File: src/rtl/serial_rx_pkg.sv
package serial_rx_pkg;

  parameter int unsigned CHAR_W = 8;
  parameter int unsigned WLEN_W = 2;
  parameter int unsigned MIN_BITS = 5;

  typedef enum logic [2:0] {
    ST_IDLE,
    ST_START,
    ST_DATA,
    ST_PAR,
    ST_STOP,
    ST_WAITHI
  } rx_state_e;

  typedef struct packed {
    logic [CHAR_W-1:0] data;
    logic              par_err;
    logic              frm_err;
    logic              brk;
  } rx_char_t;

  function automatic logic [3:0] bits_for_code(input logic [WLEN_W-1:0] code);
    return 4'(MIN_BITS) + 4'(code);
  endfunction

endpackage

File: src/rtl/rx_line_sync.sv
module rx_line_sync #(
  parameter int unsigned STAGES = 2
) (
  input  logic clk,
  input  logic rst_n,
  input  logic line_in,
  output logic line_s,
  output logic fall
);
  logic [STAGES-1:0] chain;
  logic              line_d;

  always_ff @(posedge clk or negedge rst_n) begin
    if (!rst_n) begin
      chain  <= '1;
      line_d <= 1'b1;
    end else begin
      chain  <= {chain[STAGES-2:0], line_in};
      line_d <= chain[STAGES-1];
    end
  end

  assign line_s = chain[STAGES-1];
  assign fall   = line_d & ~chain[STAGES-1];
endmodule

File: src/rtl/rx_bit_clock.sv
module rx_bit_clock #(
  parameter int unsigned OSR = 16
) (
  input  logic clk,
  input  logic rst_n,
  input  logic tick,
  input  logic run,
  input  logic half,
  output logic strobe
);
  localparam int unsigned CW  = $clog2(OSR);
  localparam int unsigned MID = OSR / 2;
  localparam logic [CW-1:0] LIM_FULL = CW'(OSR - 1);
  localparam logic [CW-1:0] LIM_HALF = CW'(MID - 1);

  logic [CW-1:0] cnt;
  logic [CW-1:0] lim;

  assign lim    = half ? LIM_HALF : LIM_FULL;
  assign strobe = run && tick && (cnt == lim);

  always_ff @(posedge clk or negedge rst_n) begin
    if (!rst_n) begin
      cnt <= '0;
    end else if (!run || strobe) begin
      cnt <= '0;
    end else if (tick) begin
      cnt <= cnt + 1'b1;
    end
  end
endmodule

File: src/rtl/rx_frame_ctrl.sv
module rx_frame_ctrl
  import serial_rx_pkg::*;
(
  input  logic              clk,
  input  logic              rst_n,
  input  logic              line_s,
  input  logic              fall,
  input  logic              strobe,
  input  logic [WLEN_W-1:0] word_len,
  input  logic              par_en,
  input  logic              par_odd,
  output logic              run,
  output logic              half,
  output rx_char_t          ch,
  output logic              ch_valid
);
  rx_state_e         state;
  logic [3:0]        nbits_q;
  logic              pen_q;
  logic              podd_q;
  logic [3:0]        bit_idx;
  logic [CHAR_W-1:0] sh;
  logic              par_acc;
  logic              any_one;
  logic              perr_q;
  logic [CHAR_W-1:0] aligned;

  assign run  = (state == ST_START) || (state == ST_DATA) ||
                (state == ST_PAR)   || (state == ST_STOP);
  assign half = (state == ST_START);

  always_comb begin
    aligned = sh >> (4'(CHAR_W) - nbits_q);
  end

  always_ff @(posedge clk or negedge rst_n) begin
    if (!rst_n) begin
      state    <= ST_IDLE;
      nbits_q  <= 4'(CHAR_W);
      pen_q    <= 1'b0;
      podd_q   <= 1'b0;
      bit_idx  <= '0;
      sh       <= '0;
      par_acc  <= 1'b0;
      any_one  <= 1'b0;
      perr_q   <= 1'b0;
      ch       <= '0;
      ch_valid <= 1'b0;
    end else begin
      ch_valid <= 1'b0;
      unique case (state)
        ST_IDLE: begin
          if (fall) state <= ST_START;
        end
        ST_START: begin
          if (strobe) begin
            if (!line_s) begin
              state   <= ST_DATA;
              nbits_q <= bits_for_code(word_len);
              pen_q   <= par_en;
              podd_q  <= par_odd;
              bit_idx <= '0;
              sh      <= '0;
              par_acc <= 1'b0;
              any_one <= 1'b0;
              perr_q  <= 1'b0;
            end else begin
              state <= ST_IDLE;
            end
          end
        end
        ST_DATA: begin
          if (strobe) begin
            sh      <= {line_s, sh[CHAR_W-1:1]};
            par_acc <= par_acc ^ line_s;
            any_one <= any_one | line_s;
            if (bit_idx == nbits_q - 1'b1) begin
              state <= pen_q ? ST_PAR : ST_STOP;
            end
            bit_idx <= bit_idx + 1'b1;
          end
        end
        ST_PAR: begin
          if (strobe) begin
            perr_q  <= line_s != (par_acc ^ podd_q);
            any_one <= any_one | line_s;
            state   <= ST_STOP;
          end
        end
        ST_STOP: begin
          if (strobe) begin
            ch.data    <= aligned;
            ch.par_err <= perr_q;
            ch.frm_err <= ~line_s;
            ch.brk     <= ~line_s & ~any_one;
            ch_valid   <= 1'b1;
            state      <= line_s ? ST_IDLE : ST_WAITHI;
          end
        end
        ST_WAITHI: begin
          if (line_s) state <= ST_IDLE;
        end
        default: state <= ST_IDLE;
      endcase
    end
  end
endmodule

File: src/rtl/rx_out_stage.sv
module rx_out_stage
  import serial_rx_pkg::*;
(
  input  logic     clk,
  input  logic     rst_n,
  input  rx_char_t in_ch,
  input  logic     in_valid,
  input  logic     ready,
  output rx_char_t held,
  output logic     valid
);
  always_ff @(posedge clk or negedge rst_n) begin
    if (!rst_n) begin
      held  <= '0;
      valid <= 1'b0;
    end else if (in_valid) begin
      held  <= in_ch;
      valid <= 1'b1;
    end else if (ready) begin
      valid <= 1'b0;
    end
  end
endmodule

File: src/rtl/serial_rx_front.sv
module serial_rx_front
  import serial_rx_pkg::*;
#(
  parameter int unsigned OSR         = 16,
  parameter int unsigned SYNC_STAGES = 2
) (
  input  logic              clk,
  input  logic              rst_n,
  input  logic              rx_line,
  input  logic              tick16,
  input  logic [WLEN_W-1:0] word_len,
  input  logic              par_en,
  input  logic              par_odd,
  input  logic              out_ready,
  output logic              out_valid,
  output logic [CHAR_W-1:0] out_data,
  output logic              out_par_err,
  output logic              out_frm_err,
  output logic              out_brk
);
  logic     line_s;
  logic     fall;
  logic     run;
  logic     half;
  logic     strobe;
  rx_char_t frm_ch;
  logic     frm_valid;
  rx_char_t held;

  rx_line_sync #(.STAGES(SYNC_STAGES)) u_sync (
    .clk     (clk),
    .rst_n   (rst_n),
    .line_in (rx_line),
    .line_s  (line_s),
    .fall    (fall)
  );

  rx_bit_clock #(.OSR(OSR)) u_clk (
    .clk    (clk),
    .rst_n  (rst_n),
    .tick   (tick16),
    .run    (run),
    .half   (half),
    .strobe (strobe)
  );

  rx_frame_ctrl u_frame (
    .clk      (clk),
    .rst_n    (rst_n),
    .line_s   (line_s),
    .fall     (fall),
    .strobe   (strobe),
    .word_len (word_len),
    .par_en   (par_en),
    .par_odd  (par_odd),
    .run      (run),
    .half     (half),
    .ch       (frm_ch),
    .ch_valid (frm_valid)
  );

  rx_out_stage u_out (
    .clk      (clk),
    .rst_n    (rst_n),
    .in_ch    (frm_ch),
    .in_valid (frm_valid),
    .ready    (out_ready),
    .held     (held),
    .valid    (out_valid)
  );

  assign out_data    = held.data;
  assign out_par_err = held.par_err;
  assign out_frm_err = held.frm_err;
  assign out_brk     = held.brk;
endmodule

File: config.mk
export PLATFORM = sky130hd
export DESIGN_NAME = serial_rx_front
export DESIGN_NICKNAME = d
export VERILOG_FILES = /design/src/rtl/serial_rx_pkg.sv /design/src/rtl/rx_line_sync.sv /design/src/rtl/rx_bit_clock.sv /design/src/rtl/rx_frame_ctrl.sv /design/src/rtl/rx_out_stage.sv /design/src/rtl/serial_rx_front.sv
export SDC_FILE = /design/constraint.sdc
export NUM_CORES = 1
export LEC_CHECK = 0
export ABC_CLOCK_PERIOD_IN_PS = 2390
export BUFFER_PORTS_ARGS = -buffer_cell sky130_fd_sc_hd__buf_4
export CORE_MARGIN = 2
export CORE_UTILIZATION = 56
export CTS_BUF_LIST = sky130_fd_sc_hd__clkbuf_16
export DETAILED_ROUTE_END_ITERATION = 16
export PLACE_DENSITY_LB_ADDON = 0.05
export SYNTH_ARGS = -nofsm -noshare
export SYNTH_HDL_FRONTEND = slang
export SYNTH_SLANG_ARGS = --single-unit
File: constraint.sdc
create_clock -name clk -period 2.39 [get_ports clk]
set_input_delay 0.239 -clock clk [delete_from_list [all_inputs] [get_ports clk]]
set_output_delay 0.239 -clock clk [all_outputs]
set_load 0.02 [all_outputs]
Word level (Yosys, flattened, before mapping)
Index checks and enable logic that the tools add are counted.

storage, ports and cells
  register bits after elaboration = 55
  bits of input ports = 9
  output and inout bits = 12

cells by class
  $add $sub $neg = 5
  eq/ne operators = 17
  shifts and indexed selects = 1
  muxes and demuxes = 34
  bitwise operators = 7
  reduce and logical (&&, ||, !) cells = 20

operators with widths
  operator                                                             count
  3-bit two-way mux                                                    9
  4-bit two-way mux                                                    6
  8-bit two-way mux                                                    3
  3-bit one-hot mux with 6 select lines                                1
  2-bit != test (second input constant)                                8
  8-bit one-hot mux with 2 select lines                                1
  4-bit AND reduction                                                  3
  2-bit nonzero test                                                   5
  1-bit two-way mux                                                    9
  4-bit by 1-bit adder with 4-bit output (second input constant)       2
  4-bit == test                                                        2
  4-bit one-hot mux with 2 select lines                                1
  8-bit by 4-bit right shift with 8-bit output                         1
  7-bit AND reduction                                                  1
  3-bit by 2-bit == test with 1-bit output (second input constant)     2
  3-bit == test (second input constant)                                2
  1-bit one-hot mux with 2 select lines                                3
  3-bit by 2-bit adder with 4-bit output (first input constant)        1
  1-bit logical OR                                                     4
  4-bit by 1-bit subtractor with 4-bit output (second input constant)  1
  4-bit subtractor (first input constant)                              1
  3-bit by 1-bit == test with 1-bit output (second input constant)     1
  3-bit logical NOT                                                    1
  3-bit AND reduction                                                  1
  11 further kinds                                                     15

Logic depth before layout (Yosys ltp)
Gate-level depths: netlist of the first run.

  word-level depth = 8
  gate-level depth with buffers = 9
  mapped depth without buffers = 6

Hierarchy
From an unflattened synthesis of the first run, not the netlist that was laid out.

unflattened totals
  cell total of the unflattened synthesis = 233
  area, all modules = 2710.1 um^2

modules (own cells, without submodules)
  module         times used  cells each  area each (um^2)  seq. area each (um^2)
  rx_frame_ctrl  1           181         1923.1            902.1
  rx_out_stage   1           26          481.7             300.3
  rx_bit_clock   1           22          212.7             100.1
  rx_line_sync   1           4           92.6              78.8

Least setup slack after synthesis of the first run
OpenSTA, ideal clock, no wires.

  path kind = register to register
  from = reg u_frame.nbits_q[0]
  to = reg u_frame.ch[3] (netlist name)
  arrival time = 1.928 ns
  data required time = 2.306 ns
  path slack = 0.378 ns
  cell stages (with the launch flop) = 10
  path buffers = 3
  clock period less this slack = 2.012 ns
  cells stage by stage = dfrtp_1 > buf_2 > buf_2 > inv_1 > ha_1 > buf_2 > mux2i_1 > mux2_2 > o21a_1 > o21ai_0

between the ends
  longest elaborated chain between the ends = 2

RTL lines
  what                                          RTL line             source
  start: declaration                            rx_frame_ctrl.sv:18  logic [3:0] nbits_q;
  start signal: assignment                      rx_frame_ctrl.sv:39  nbits_q <= 4'(CHAR_W);
  start signal: assignment                      rx_frame_ctrl.sv:59  nbits_q <= bits_for_code(word_len);
  4-bit subtractor                              rx_frame_ctrl.sv:33  aligned = sh >> (4'(CHAR_W) - nbits_q);
  8-bit by 4-bit right shift with 8-bit output  rx_frame_ctrl.sv:33
  end: declaration                              rx_frame_ctrl.sv:14  output rx_char_t ch,

Every way passes these cells.
A chain may end at the register's enable or synchronous reset.

Worst setup path in the final report of the first run
  from = reg u_frame.state[1]
  to = reg u_frame.bit_idx[0]

between the ends
  longest elaborated chain between the ends = 8
  elaborated cells on any way between the ends = 17

RTL lines
  what                                                                       RTL line             source
  start: declaration                                                         rx_frame_ctrl.sv:17  rx_state_e state;
  start signal: assignment                                                   rx_frame_ctrl.sv:78  state <= pen_q ? ST_PAR : ST_STOP;
  start signal: assignment                                                   rx_frame_ctrl.sv:97  state <= line_s ? ST_IDLE : ST_WAITHI;
  parallel branches: the longest is 8 deep, another holds 4-bit two-way mux  -
  end signal: assignment                                                     rx_frame_ctrl.sv:80  bit_idx <= bit_idx + 1'b1;
  end: declaration                                                           rx_frame_ctrl.sv:21  logic [3:0] bit_idx;

Several ways; the timed one is not identified.

==> flow_results.xml, run 1 <==
<?xml version="1.0" encoding="UTF-8"?>
<metrics>
  <group name="yosys">
    <metric name="synth_cells" unit="">245</metric>
    <metric name="async_s_r_ff_share_synth" unit="%">100.0</metric>
    <metric name="post_synth_num_cell_types" unit="">52</metric>
    <metric name="synth-simple-area-share" unit="%">13.42</metric>
    <metric name="largest_family_of_logic_cells_by_synthesized_area" unit="">compound AO/OA/AOI/OAI gates</metric>
    <metric name="synthXorXnorAreaFrac" unit="%">4.713</metric>
    <metric name="synth_ff_type" unit="">sky130_fd_sc_hd__dfrtp_1</metric>
    <metric name="synth_edf_count" unit="">0</metric>
    <metric name="syn-num-nets" unit="">259</metric>
    <metric name="synth_mux_area_share" unit="%">10.59</metric>
    <metric name="ys_seq_area_share" unit="%">49.55</metric>
    <metric name="synth_warnings" unit="">0</metric>
    <metric name="synthesis.area_per_instance" unit="um2">11.38</metric>
    <metric name="synthesis.area" unit="um2">2788</metric>
    <metric name="fraction_of_the_mapped_netlist_area_in_adder_cells" unit="%">2.244</metric>
    <metric name="synthesized_flop_and_latch_total" unit="">55</metric>
    <metric name="synth-compound-area-share" unit="%">14.72</metric>
  </group>
  <group name="timing">
    <metric name="worst_skew" unit="ns">0.004111</metric>
    <metric name="max_freq" unit="MHz">533.6</metric>
    <metric name="min_period_over_period" unit="%">78.41</metric>
    <metric name="post-route-min-period" unit="ns">1.874</metric>
    <metric name="hold_violations" unit="">32</metric>
    <metric name="fin_worst_hold_slack" unit="ns">-0.02321</metric>
    <metric name="slew_viol_final" unit="">0</metric>
    <metric name="setup_tns" unit="ns">0</metric>
    <metric name="rsz0062_at_grt" unit="">no</metric>
    <metric name="setup_viol" unit="">0</metric>
    <metric name="worst_slew_pin_slew" unit="ns">0.6675</metric>
    <metric name="slew_headroom" unit="%">55.50</metric>
  </group>
  <group name="finish">
    <metric name="nets" unit="">278</metric>
    <metric name="area_growth" unit="%">12.52</metric>
    <metric name="mostFrequentLayoutCells" unit="">sky130_fd_sc_hd__dfrtp_1, sky130_fd_sc_hd__buf_4, sky130_fd_sc_hd__nand2_1, sky130_fd_sc_hd__mux2_2, sky130_fd_sc_hd__a22o_1</metric>
    <metric name="insertedDiodeCount" unit="">0</metric>
    <metric name="post-route-util" unit="%">65.97</metric>
    <metric name="final_layout_size_suffix_gt1_share" unit="%">23.77</metric>
    <metric name="final_common_cell" unit="">sky130_fd_sc_hd__dfrtp_1</metric>
    <metric name="layout.filler_cells" unit="">391</metric>
  </group>
  <group name="worst_setup_path">
    <metric name="timing.critical_path.required" unit="ns">2.57</metric>
    <metric name="endpoint_kind" unit="">register</metric>
    <metric name="critical_path_peak_fanout" unit="">15</metric>
    <metric name="cp_num_buf_inv" unit="">0</metric>
    <metric name="critical_path.slowest_cell" unit="">sky130_fd_sc_hd__or4b_4</metric>
    <metric name="startpoint_type_of_the_worst_setup_path" unit="">register</metric>
    <metric name="critPathKind" unit="">register to register</metric>
    <metric name="worst_ep_arrival_time" unit="ns">2.05</metric>
    <metric name="crit_chain" unit="">or4b_4, a21o_1, mux2_2</metric>
    <metric name="timing.critical_path.slowest_cell_delay" unit="ns">0.61</metric>
    <metric name="crit_family" unit="">simple AND/OR/NAND/NOR gates</metric>
  </group>
  <group name="job">
    <metric name="timing.max_cap.violations" unit="">0</metric>
  </group>
  <group name="detailed_routing">
    <metric name="routed_wirelength" unit="mm">5.016</metric>
    <metric name="avgViaCountPerCell" unit="">5.732</metric>
    <metric name="detail_route.wl_per_cell" unit="um">15.11</metric>
    <metric name="ant_nets" unit="">0</metric>
    <metric name="drtIter0Drc" unit="">142</metric>
    <metric name="vias" unit="">1903</metric>
    <metric name="drt_first_pass_iters" unit="">4</metric>
    <metric name="drcViolationCount" unit="">0</metric>
  </group>
  <group name="status">
    <metric name="status" unit="">finished, violations left</metric>
    <metric name="violations" unit="">hold timing</metric>
  </group>
  <group name="clock_network">
    <metric name="cts_resized" unit="">0</metric>
    <metric name="tritoncts_clock_tree" unit="">built</metric>
    <metric name="htree_num_levels" unit="">2</metric>
    <metric name="clk_pin_slew_worst_paths" unit="ns">0.07</metric>
    <metric name="cts-hold-fix-buffers" unit="">0</metric>
    <metric name="clockRootBuffer" unit="">sky130_fd_sc_hd__clkbuf_16</metric>
    <metric name="cts_setup_buffers" unit="">0</metric>
    <metric name="clock-sinks" unit="">55</metric>
    <metric name="insertion_delay" unit="ns">0.29</metric>
    <metric name="cts_buffer_depth" unit="">2</metric>
    <metric name="cts_buffers" unit="">5</metric>
  </group>
  <group name="floorplan">
    <metric name="initial_utilization" unit="%">58.63</metric>
    <metric name="rows" unit="">25</metric>
    <metric name="dieHeight" unit="um">74.56</metric>
    <metric name="core" unit="um2">4755</metric>
    <metric name="dieWidth" unit="um">74.56</metric>
    <metric name="floorplan.io_pins" unit="">21</metric>
    <metric name="design.die.area" unit="um2">5558</metric>
  </group>
  <group name="power">
    <metric name="cellPowerDensity" unit="nW/um2">872.9</metric>
    <metric name="leakage" unit="nW">1.470</metric>
    <metric name="vdd_drop_max" unit="V">0.0004832</metric>
    <metric name="fin_total_pwr" unit="mW">2.738</metric>
  </group>
  <group name="grt">
    <metric name="globalRoute.totalOverflow" unit="">0</metric>
    <metric name="number_of_global_route_vias_before_repair" unit="">1808</metric>
    <metric name="grt_pass1_wl" unit="mm">8.859</metric>
    <metric name="pin_count_of_the_biggest_net_entering_global_routing" unit="">56</metric>
    <metric name="grt_overall_usage" unit="%">20.56</metric>
    <metric name="grt_antenna_before_repair" unit="">0</metric>
  </group>
  <group name="placement">
    <metric name="detailedPlacementHpwl" unit="mm">3.485</metric>
    <metric name="portBuffers" unit="">20</metric>
    <metric name="gpl_wtd_cong" unit="">0.8429</metric>
  </group>
  <group name="worst_hold_path">
    <metric name="min_path_type" unit="">input port to async pin</metric>
  </group>
</metrics>
==> Yosys cell counts (all sizes together) (3+ instances only) <==
cell type	n	area, um2
a211oi	4	30.03
a21o	4	30.03
a21oi	6	30.03
a22o	13	113.9
buf	8	51.29
clkbuf	5	40.04
dfrtp	51	1276
dfstp	4	105.1
ha	5	62.56
inv	11	41.29
mux2	16	180.2
mux2i	7	70.07
nand2	19	71.32
nand2b	3	18.77
nand3	4	20.02
nand4	3	31.28
nor2	12	45.04
nor3	5	41.29
nor4	3	18.77
o21a	3	22.52
o21ai	12	60.06
o31ai	3	22.52
xnor2	11	96.34
xor2	4	35.03
==> kinds of logic (layout without fill, tap and decap cells) <==
| group | Yosys count | after routing |
|---|---|---|
| AO/OA/AOI/OAI | 57 | 57 |
| XOR/XNOR | 15 | 15 |
| adder cells (fa/ha/maj) | 5 | 5 |
| buffers and inverters | 24 | 44 |
| flip-flops | 55 | 55 |
| multiplexers | 25 | 25 |
| AND/OR/NAND/NOR | 64 | 64 |
==> sequential cells by signal (all words and copies together), names as in the netlist <==
| register | flops |
|---|---|
| u_frame.pen_q | 1 |
| u_frame.ch | 11 |
| u_frame.bit_idx | 4 |
| u_frame.sh | 8 |
| u_sync.chain | 2 |
| u_out.valid | 1 |
| u_frame.par_acc | 1 |
| u_frame.any_one | 1 |
| u_frame.nbits_q | 4 |
| u_frame.perr_q | 1 |
| u_frame.ch_valid | 1 |
| u_clk.cnt | 4 |
| u_sync.line_d | 1 |
| u_frame.state | 3 |
| u_frame.podd_q | 1 |
| u_out.held | 11 |
==> layer usage <==
metal  GRT usage, %  routed length [um]
met1          32.02                2606
met5              0                   0
met2          29.89                2163
met4          4.563                  54
met3          3.930                 191
==> worst register-to-register path, delay by kind of cell, from the launching register on <==
family	cells	cell delay, ns
muxes	1	0.30
DFF	1	0.55
AOI/OAI and AO/OA	1	0.30
and+or+nand+nor	1	0.62
==> area by class of cell <==
| class | count | area, um2 | share of cell area, % |
|---|---|---|---|
| timing repair buffer | 25 | 187.7 | 5.983 |
| sequential | 55 | 1381 | 44.04 |
| clock inverter | 3 | 43.79 | 1.396 |
| clock buffer | 5 | 125.1 | 3.989 |
| multi-input combinational | 166 | 1274 | 40.61 |
| inverter | 11 | 41.29 | 1.316 |
| tap | 67 | 83.83 | 2.673 |
==> where the power goes <==
part / internal, mW / total, mW / switching (mW)
logic: 0.349 / 0.750 / 0.401
registers: 1.01 / 1.17 / 0.159
clock network: 0.494 / 0.815 / 0.321
total: 1.86 / 2.74 / 0.881
==> per-stage QoR <==
step	setup WS, ns	std cells	instance area, um2
after floorplan	0.3783	245	2788
after global placement	0.5518	324	2968
after detailed placement	0.5246	324	2968
after CTS	0.5193	332	3137
after global routing	0.3706	332	3137
final	0.5160	332	3137
==> final timing paths <==
kind	slack, ns	to	from	cells after the start
worst max-delay path	0.52	u_frame.bit_idx[0]	u_frame.state[1]	3
worst min-delay path	-0.02	u_clk.cnt[0]	rst_n	1
worst max register to register	0.52	u_frame.bit_idx[0]	u_frame.state[1]	3
worst min register to register	0.36	u_sync.chain[1]	u_sync.chain[0]	0
max in group asynchronous	1.96	u_frame.pen_q	rst_n	1
min in group clk	0.06	u_sync.chain[0]	rx_line	1
No activity file was read; power rests on OpenSTA's default activity.
==> run 2: changes to the inputs <==
Settings changed: ABC_CLOCK_PERIOD_IN_PS 2390 to 1600, CORE_UTILIZATION 56 to 54.
Clock period 2.39 ns to 1.6 ns, I/O delays scaled along.
==> run 2 against run 1 <==
Net effect:
- the flow finishes with violations (setup timing)
- die area up 3.5%
- wire length up 17%
- utilization up 6.3 points
- critical path depth up 3
- sequential share of layout area down 6.1 points
- largest cell class is now multi-input gates
- final area up 16%
- critical endpoint is now u_frame.state[2]
- combinational power rose to 2.6 times the previous value
- via count up 8.7%
- total power up 74%
==> flow_results.xml, run 2 (same netlist as run 1, synthesis figures left out) <==
<?xml version="1.0" encoding="UTF-8"?>
<metrics>
  <group name="placement">
    <metric name="place_area" unit="um2">3219</metric>
    <metric name="dpl.cell_count" unit="">352</metric>
    <metric name="detailedPlacementHpwl" unit="mm">3.954</metric>
    <metric name="post-place-ws" unit="ns">-0.05502</metric>
    <metric name="portBuffers" unit="">20</metric>
    <metric name="gpl_wtd_cong" unit="">0.8550</metric>
  </group>
  <group name="detailed_routing">
    <metric name="route.top_layer_used" unit="">met4</metric>
    <metric name="routed_wirelength" unit="mm">5.864</metric>
    <metric name="vias" unit="">2068</metric>
    <metric name="wl_on_met1" unit="mm">2.847</metric>
    <metric name="detailroute.wirelength.met3" unit="um">178</metric>
    <metric name="ant_nets" unit="">0</metric>
    <metric name="dr_wl_met2" unit="mm">2.784</metric>
    <metric name="avgViaCountPerCell" unit="">5.635</metric>
    <metric name="detail_route.wl_per_cell" unit="um">15.98</metric>
    <metric name="drtIter0Drc" unit="">107</metric>
    <metric name="drcViolationCount" unit="">0</metric>
    <metric name="drt_first_pass_iters" unit="">4</metric>
  </group>
  <group name="clock_network">
    <metric name="tritoncts_clock_tree" unit="">built</metric>
    <metric name="cts_buffers" unit="">5</metric>
    <metric name="clockRootBuffer" unit="">sky130_fd_sc_hd__clkbuf_16</metric>
    <metric name="htree_num_levels" unit="">2</metric>
    <metric name="clk_pin_slew_worst_paths" unit="ns">0.06</metric>
    <metric name="insertion_delay" unit="ns">0.28</metric>
    <metric name="clock-sinks" unit="">55</metric>
    <metric name="cts_buffer_depth" unit="">2</metric>
  </group>
  <group name="worst_setup_path">
    <metric name="startpoint_type_of_the_worst_setup_path" unit="">register</metric>
    <metric name="reg2reg_slack" unit="ns">-0.1</metric>
    <metric name="critical_path_peak_fanout" unit="">6</metric>
    <metric name="timing.critical_path.required" unit="ns">1.77</metric>
    <metric name="cp_num_buf_inv" unit="">1</metric>
    <metric name="timing.critical_path.slowest_cell_delay" unit="ns">0.44</metric>
    <metric name="critical_path.slowest_cell" unit="">sky130_fd_sc_hd__dfrtp_2</metric>
    <metric name="crit_cells" unit="">6</metric>
    <metric name="worst_ep_arrival_time" unit="ns">1.86</metric>
    <metric name="critPathKind" unit="">register to register</metric>
    <metric name="rr_endpoint" unit="">u_frame.state[2]</metric>
    <metric name="regToRegStartpoint" unit="">u_frame.nbits_q[0]</metric>
    <metric name="endpoint_kind" unit="">register</metric>
    <metric name="crit_family" unit="">compound AO/OA/AOI/OAI gates</metric>
    <metric name="crit_chain" unit="">inv_6, ha_4, xnor2_4, nor4b_4, a221o_1, o21a_1</metric>
    <metric name="worst_r2r_path_depth" unit="">6</metric>
  </group>
  <group name="floorplan">
    <metric name="dieHeight" unit="um">75.85</metric>
    <metric name="dieWidth" unit="um">75.85</metric>
    <metric name="core" unit="um2">5042</metric>
    <metric name="initial_utilization" unit="%">55.29</metric>
    <metric name="rows" unit="">26</metric>
    <metric name="floorplan.io_pins" unit="">21</metric>
    <metric name="design.die.area" unit="um2">5753</metric>
  </group>
  <group name="grt">
    <metric name="grt_pass1_wl" unit="mm">8.997</metric>
    <metric name="grt_overall_usage" unit="%">20.95</metric>
    <metric name="pin_count_of_the_biggest_net_entering_global_routing" unit="">56</metric>
    <metric name="grt_antenna_before_repair" unit="">0</metric>
    <metric name="globalRoute.totalOverflow" unit="">0</metric>
    <metric name="number_of_global_route_vias_before_repair" unit="">1805</metric>
  </group>
  <group name="job">
    <metric name="timing.max_cap.violations" unit="">0</metric>
  </group>
  <group name="status">
    <metric name="violations" unit="">setup timing</metric>
    <metric name="status" unit="">finished, violations left</metric>
  </group>
  <group name="worst_hold_path">
    <metric name="hold_end" unit="">u_frame.nbits_q[0]</metric>
    <metric name="min_path_type" unit="">input port to register</metric>
    <metric name="count_of_cells_along_the_worst_hold_path" unit="">2</metric>
    <metric name="worstHoldStart" unit="">word_len[0]</metric>
  </group>
  <group name="timing">
    <metric name="layout_setup_ws" unit="ns">-0.09661</metric>
    <metric name="worst_skew" unit="ns">0.004413</metric>
    <metric name="slew_viol_final" unit="">0</metric>
    <metric name="hold_violations" unit="">0</metric>
    <metric name="rsz0062_at_grt" unit="">yes</metric>
    <metric name="slew_headroom" unit="%">55.08</metric>
    <metric name="post-route-min-period" unit="ns">1.697</metric>
    <metric name="worst_slew_pin_slew" unit="ns">0.6739</metric>
    <metric name="min_period_over_period" unit="%">106.0</metric>
    <metric name="setup_viol" unit="">7</metric>
    <metric name="max_freq" unit="MHz">589.4</metric>
  </group>
  <group name="finish">
    <metric name="post-route-util" unit="%">72.31</metric>
    <metric name="final_common_cell" unit="">sky130_fd_sc_hd__dfrtp_1</metric>
    <metric name="finish.cell_count_without_fillers" unit="">367</metric>
    <metric name="nets" unit="">311</metric>
    <metric name="final_layout_size_suffix_gt1_share" unit="%">40.74</metric>
    <metric name="largestRegisters" unit="">u_frame.ch: 11 flops, u_out.held: 11 flops, u_frame.sh: 8 flops</metric>
    <metric name="insertedDiodeCount" unit="">0</metric>
    <metric name="area_growth" unit="%">30.79</metric>
    <metric name="postLayoutCellArea" unit="um2">3646</metric>
    <metric name="mostFrequentLayoutCells" unit="">sky130_fd_sc_hd__dfrtp_1, sky130_fd_sc_hd__buf_4, sky130_fd_sc_hd__nand2_1, sky130_fd_sc_hd__mux2_2, sky130_fd_sc_hd__a22o_1</metric>
  </group>
  <group name="power">
    <metric name="leakage" unit="nW">1.672</metric>
    <metric name="fin_total_pwr" unit="mW">4.769</metric>
    <metric name="vdd_drop_max" unit="V">0.0007048</metric>
    <metric name="cellPowerDensity" unit="nW/um2">1308</metric>
  </group>
</metrics>
## run 2: how the worst max path moves through the flow
stage	startpoint	end	slack, ns
after floorplan	u_frame.nbits_q[0]	u_frame.ch[3]	-0.15
after global placement	u_frame.nbits_q[0]	u_frame.state[2]	-0.02
after detailed placement	u_clk.cnt[0]	u_frame.state[0]	-0.06
after CTS	u_frame.nbits_q[0]	u_frame.state[2]	-0.05
after global routing	u_frame.nbits_q[0]	u_frame.state[2]	-0.15
final	u_frame.nbits_q[0]	u_frame.state[2]	-0.1
## run 2: where the power goes
part / switching (mW) / total [mW] / internal [mW] / leakage [nW]
clock network: 0.440 / 1.16 / 0.724 / 0.0811
logic: 0.979 / 1.95 / 0.975 / 0.853
registers: 0.133 / 1.65 / 1.52 / 0.737
## run 2: final cells by class
| cell class | instances | area, um2 |
|---|---|---|
| repair buffers | 57 | 455.4 |
| flip-flops and latches | 55 | 1383 |
| clock buffers | 5 | 125.1 |
| clock inverters | 2 | 33.78 |
| inverters | 11 | 46.29 |
| multi-input cells | 167 | 1515 |
| fillers | 372 | 1396 |
| well taps | 70 | 87.58 |
## run 2: stage by stage
stage / setup TNS [ns] / hold slack, ns
detailed placement: -0.2447 / 0.2456
CTS: -0.1510 / 0.05396
finish: -0.1949 / 0.05260
floorplan: -1.091 / -0.1356
global placement: -0.07598 / 0.2444
global route: -1.048 / 0.04990
## run 2: timing repair
item	4_1_cts	5_1_grt
buffers inserted	3	2
hold buffers	2	0
resized for setup	12	32
setup endpoints to repair	20	19
hold endpoints to repair	52	0
pin swaps	5	17
cloned	0	1
## run 2: per-layer routing
| layer | track usage [%] | vias up |
|---|---|---|
| li1 | - | 997 |
| met1 | 32.31 | 1029 |
| met2 | 30.36 | 38 |
| met3 | 3.836 | 4 |
| met4 | 5.458 | 0 |
| met5 | 0 | - |
==> run 3: changes to the inputs <==
Settings changed: CELL_PAD_IN_SITES_DETAIL_PLACEMENT set to 1, CELL_PAD_IN_SITES_GLOBAL_PLACEMENT set to 1, CORE_MARGIN 2 to 1, CORE_UTILIZATION 54 to 43, CTS_BUF_LIST sky130_fd_sc_hd__clkbuf_16 to not set.
==> run 3 against run 2 <==
Net effect:
- worst setup slack better by 0.028 ns
- global-route usage up 0.55 points
- clock power down 30%
- register-to-register slack better by 0.03 ns
- flip-flop and latch count unchanged
- sequential share of layout area about the same
- the run still ends with setup timing left
- wire length up 14%
- first-iteration DRC count down 21%
- largest power group unchanged
- critical path type unchanged
- hold slack worse by 0.036 ns
==> flow_results.xml, run 3 (same netlist as run 1, synthesis figures left out) <==
<?xml version="1.0" encoding="UTF-8"?>
<metrics>
  <group name="status">
    <metric name="status" unit="">finished, violations left</metric>
    <metric name="violations" unit="">setup timing</metric>
  </group>
  <group name="clock_network">
    <metric name="cts_buffer_depth" unit="">2</metric>
    <metric name="insertion_delay" unit="ns">0.32</metric>
    <metric name="tritoncts_clock_tree" unit="">built</metric>
    <metric name="clk_pin_slew_worst_paths" unit="ns">0.10</metric>
    <metric name="clockRootBuffer" unit="">sky130_fd_sc_hd__clkbuf_8</metric>
    <metric name="htree_num_levels" unit="">2</metric>
    <metric name="cts_buffers" unit="">5</metric>
    <metric name="clock-sinks" unit="">55</metric>
  </group>
  <group name="timing">
    <metric name="min_period_over_period" unit="%">104.3</metric>
    <metric name="worst_slew_pin_slew" unit="ns">0.6738</metric>
    <metric name="worst_skew" unit="ns">0.009767</metric>
    <metric name="post-route-min-period" unit="ns">1.668</metric>
    <metric name="setup_tns" unit="ns">-0.2263</metric>
    <metric name="slew_headroom" unit="%">55.08</metric>
    <metric name="layout_setup_ws" unit="ns">-0.06850</metric>
    <metric name="rsz0062_at_grt" unit="">yes</metric>
    <metric name="setup_viol" unit="">9</metric>
    <metric name="slew_viol_final" unit="">0</metric>
    <metric name="max_freq" unit="MHz">599.3</metric>
    <metric name="hold_violations" unit="">0</metric>
  </group>
  <group name="floorplan">
    <metric name="dieWidth" unit="um">82.52</metric>
    <metric name="design.die.area" unit="um2">6809</metric>
    <metric name="floorplan.io_pins" unit="">21</metric>
    <metric name="core" unit="um2">6096</metric>
    <metric name="rows" unit="">28</metric>
    <metric name="dieHeight" unit="um">82.52</metric>
    <metric name="initial_utilization" unit="%">45.73</metric>
  </group>
  <group name="grt">
    <metric name="grt_overall_usage" unit="%">21.50</metric>
    <metric name="number_of_global_route_vias_before_repair" unit="">2094</metric>
    <metric name="grt_antenna_before_repair" unit="">0</metric>
    <metric name="globalRoute.totalOverflow" unit="">0</metric>
    <metric name="pin_count_of_the_biggest_net_entering_global_routing" unit="">56</metric>
    <metric name="grt_pass1_wl" unit="mm">10.77</metric>
  </group>
  <group name="finish">
    <metric name="post-route-util" unit="%">59.81</metric>
    <metric name="finish.cell_count_without_fillers" unit="">382</metric>
    <metric name="nets" unit="">320</metric>
    <metric name="mostFrequentLayoutCells" unit="">sky130_fd_sc_hd__buf_4, sky130_fd_sc_hd__dfrtp_1, sky130_fd_sc_hd__nand2_1, sky130_fd_sc_hd__mux2_2, sky130_fd_sc_hd__a22o_1</metric>
    <metric name="area_growth" unit="%">30.79</metric>
    <metric name="postLayoutCellArea" unit="um2">3646</metric>
    <metric name="final_common_cell" unit="">sky130_fd_sc_hd__buf_4</metric>
    <metric name="insertedDiodeCount" unit="">0</metric>
    <metric name="largestRegisters" unit="">u_frame.ch: 11 flops, u_out.held: 11 flops, u_frame.sh: 8 flops</metric>
    <metric name="final_layout_size_suffix_gt1_share" unit="%">43.97</metric>
  </group>
  <group name="placement">
    <metric name="post-place-ws" unit="ns">-0.1130</metric>
    <metric name="place_area" unit="um2">3278</metric>
    <metric name="gpl_wtd_cong" unit="">0.8423</metric>
    <metric name="portBuffers" unit="">20</metric>
    <metric name="detailedPlacementHpwl" unit="mm">4.752</metric>
    <metric name="dpl.cell_count" unit="">364</metric>
  </group>
  <group name="worst_setup_path">
    <metric name="critical_path_peak_fanout" unit="">5</metric>
    <metric name="reg2reg_slack" unit="ns">-0.07</metric>
    <metric name="critical_path.slowest_cell" unit="">sky130_fd_sc_hd__dfrtp_1</metric>
    <metric name="critPathKind" unit="">register to register</metric>
    <metric name="startpoint_type_of_the_worst_setup_path" unit="">register</metric>
    <metric name="timing.critical_path.slowest_cell_delay" unit="ns">0.41</metric>
    <metric name="worst_r2r_path_depth" unit="">6</metric>
    <metric name="timing.critical_path.required" unit="ns">1.81</metric>
    <metric name="crit_chain" unit="">inv_2, ha_4, xnor2_4, nor4_2, a221o_1, o21a_1</metric>
    <metric name="endpoint_kind" unit="">register</metric>
    <metric name="rr_endpoint" unit="">u_frame.state[2]</metric>
    <metric name="regToRegStartpoint" unit="">u_frame.nbits_q[1]</metric>
    <metric name="worst_ep_arrival_time" unit="ns">1.87</metric>
  </group>
  <group name="power">
    <metric name="leakage" unit="nW">1.684</metric>
    <metric name="power.share.switching" unit="%">36.29</metric>
    <metric name="cellPowerDensity" unit="nW/um2">1239</metric>
    <metric name="power_frac_clock" unit="%">18.0</metric>
    <metric name="relative_contribution_of_sequential_cells_to_total_power" unit="%">37.0</metric>
    <metric name="share_comb_of_total_power" unit="%">45.0</metric>
    <metric name="vdd_drop_max" unit="V">0.0006266</metric>
    <metric name="power_switching" unit="mW">1.640</metric>
    <metric name="internal-power" unit="mW">2.879</metric>
  </group>
  <group name="worst_hold_path">
    <metric name="min_path_type" unit="">input port to register</metric>
    <metric name="hold_end" unit="">u_frame.nbits_q[0]</metric>
    <metric name="count_of_cells_along_the_worst_hold_path" unit="">2</metric>
    <metric name="worstHoldStart" unit="">word_len[0]</metric>
  </group>
  <group name="detailed_routing">
    <metric name="avgViaCountPerCell" unit="">5.482</metric>
    <metric name="drcViolationCount" unit="">0</metric>
    <metric name="drtIter0Drc" unit="">84</metric>
    <metric name="drt_first_pass_iters" unit="">4</metric>
    <metric name="vias" unit="">2094</metric>
    <metric name="detail_route.wl_per_cell" unit="um">17.43</metric>
    <metric name="ant_nets" unit="">0</metric>
    <metric name="routed_wirelength" unit="mm">6.657</metric>
  </group>
  <group name="job">
    <metric name="timing.max_cap.violations" unit="">0</metric>
  </group>
</metrics>
run 3: cell count changes in the layout (fill, tap and decap cells not counted), sizes merged:
cell	change
buf	+9
bufinv	-1
clkinv	+1
inv	+1
run 3: layout make-up:
type / count / area, um2
clock buffer: 5 / 68.82
clock inverter: 3 / 26.28
fill: 644 / 2450
inverter: 11 / 46.29
multi-input combinational: 167 / 1515
sequential: 55 / 1384
tap: 75 / 93.84
timing repair buffer: 66 / 511.7
run 3: how the worst max path moves through the flow:
| stage | from | endpoint |
|---|---|---|
| 2_1_floorplan | u_frame.nbits_q[0] | u_frame.ch[3] |
| 3_3_place_gp | u_frame.nbits_q[3] | u_frame.state[2] |
| 3_5_place_dp | u_frame.nbits_q[3] | u_frame.state[2] |
| 4_1_cts | u_frame.nbits_q[0] | u_frame.state[2] |
| 5_1_grt | u_frame.nbits_q[1] | u_frame.state[2] |
| 6_report | u_frame.nbits_q[1] | u_frame.state[2] |
run 3: stage by stage:
step / total power, mW / hold slack (ns)
2_1_floorplan: 2.810 / -0.1356
3_3_place_gp: 3.377 / 0.2506
3_5_place_dp: 3.426 / 0.2532
4_1_cts: 4.429 / 0.01323
5_1_grt: 4.780 / 0.01078
6_report: 4.519 / 0.01616
run 3: critical path: cells and delay by family (launching register included):
family	cells	cell delay, ns
buf+inv	1	0.10
compound gates	2	0.55
flops	1	0.41
fa+ha+maj	1	0.24
xor+xnor	1	0.18
simple gates	1	0.07
run 3: per-layer routing:
layer  vias to the layer above  global-route usage (%)  share of wire [%]
met5                         -                       0                  0
li1                       1021                       -                  -
met1                      1033                   30.29                 50
met3                         9                   3.077                2.2
met4                         0                   5.172                1.7
met2                        31                   34.96                 46
run 3: power by group through the flow:
stage	logic [mW]	clock network [mW]	registers (mW)
2_1_floorplan	1.18	0	1.63
4_1_cts	1.94	0.841	1.65
6_report	2.04	0.813	1.67
5_1_grt	2.20	0.888	1.69
3_3_place_gp	1.72	0	1.65
3_5_place_dp	1.76	0	1.66
run 3: what timing repair did:
item,in CTS,in global routing
hold endpoints to repair,52,0
hold buffers,2,0
setup endpoints to repair,26,32
gates cloned,1,0
setup buffers,4,3
pin swaps,8,11
gates resized for setup,26,15
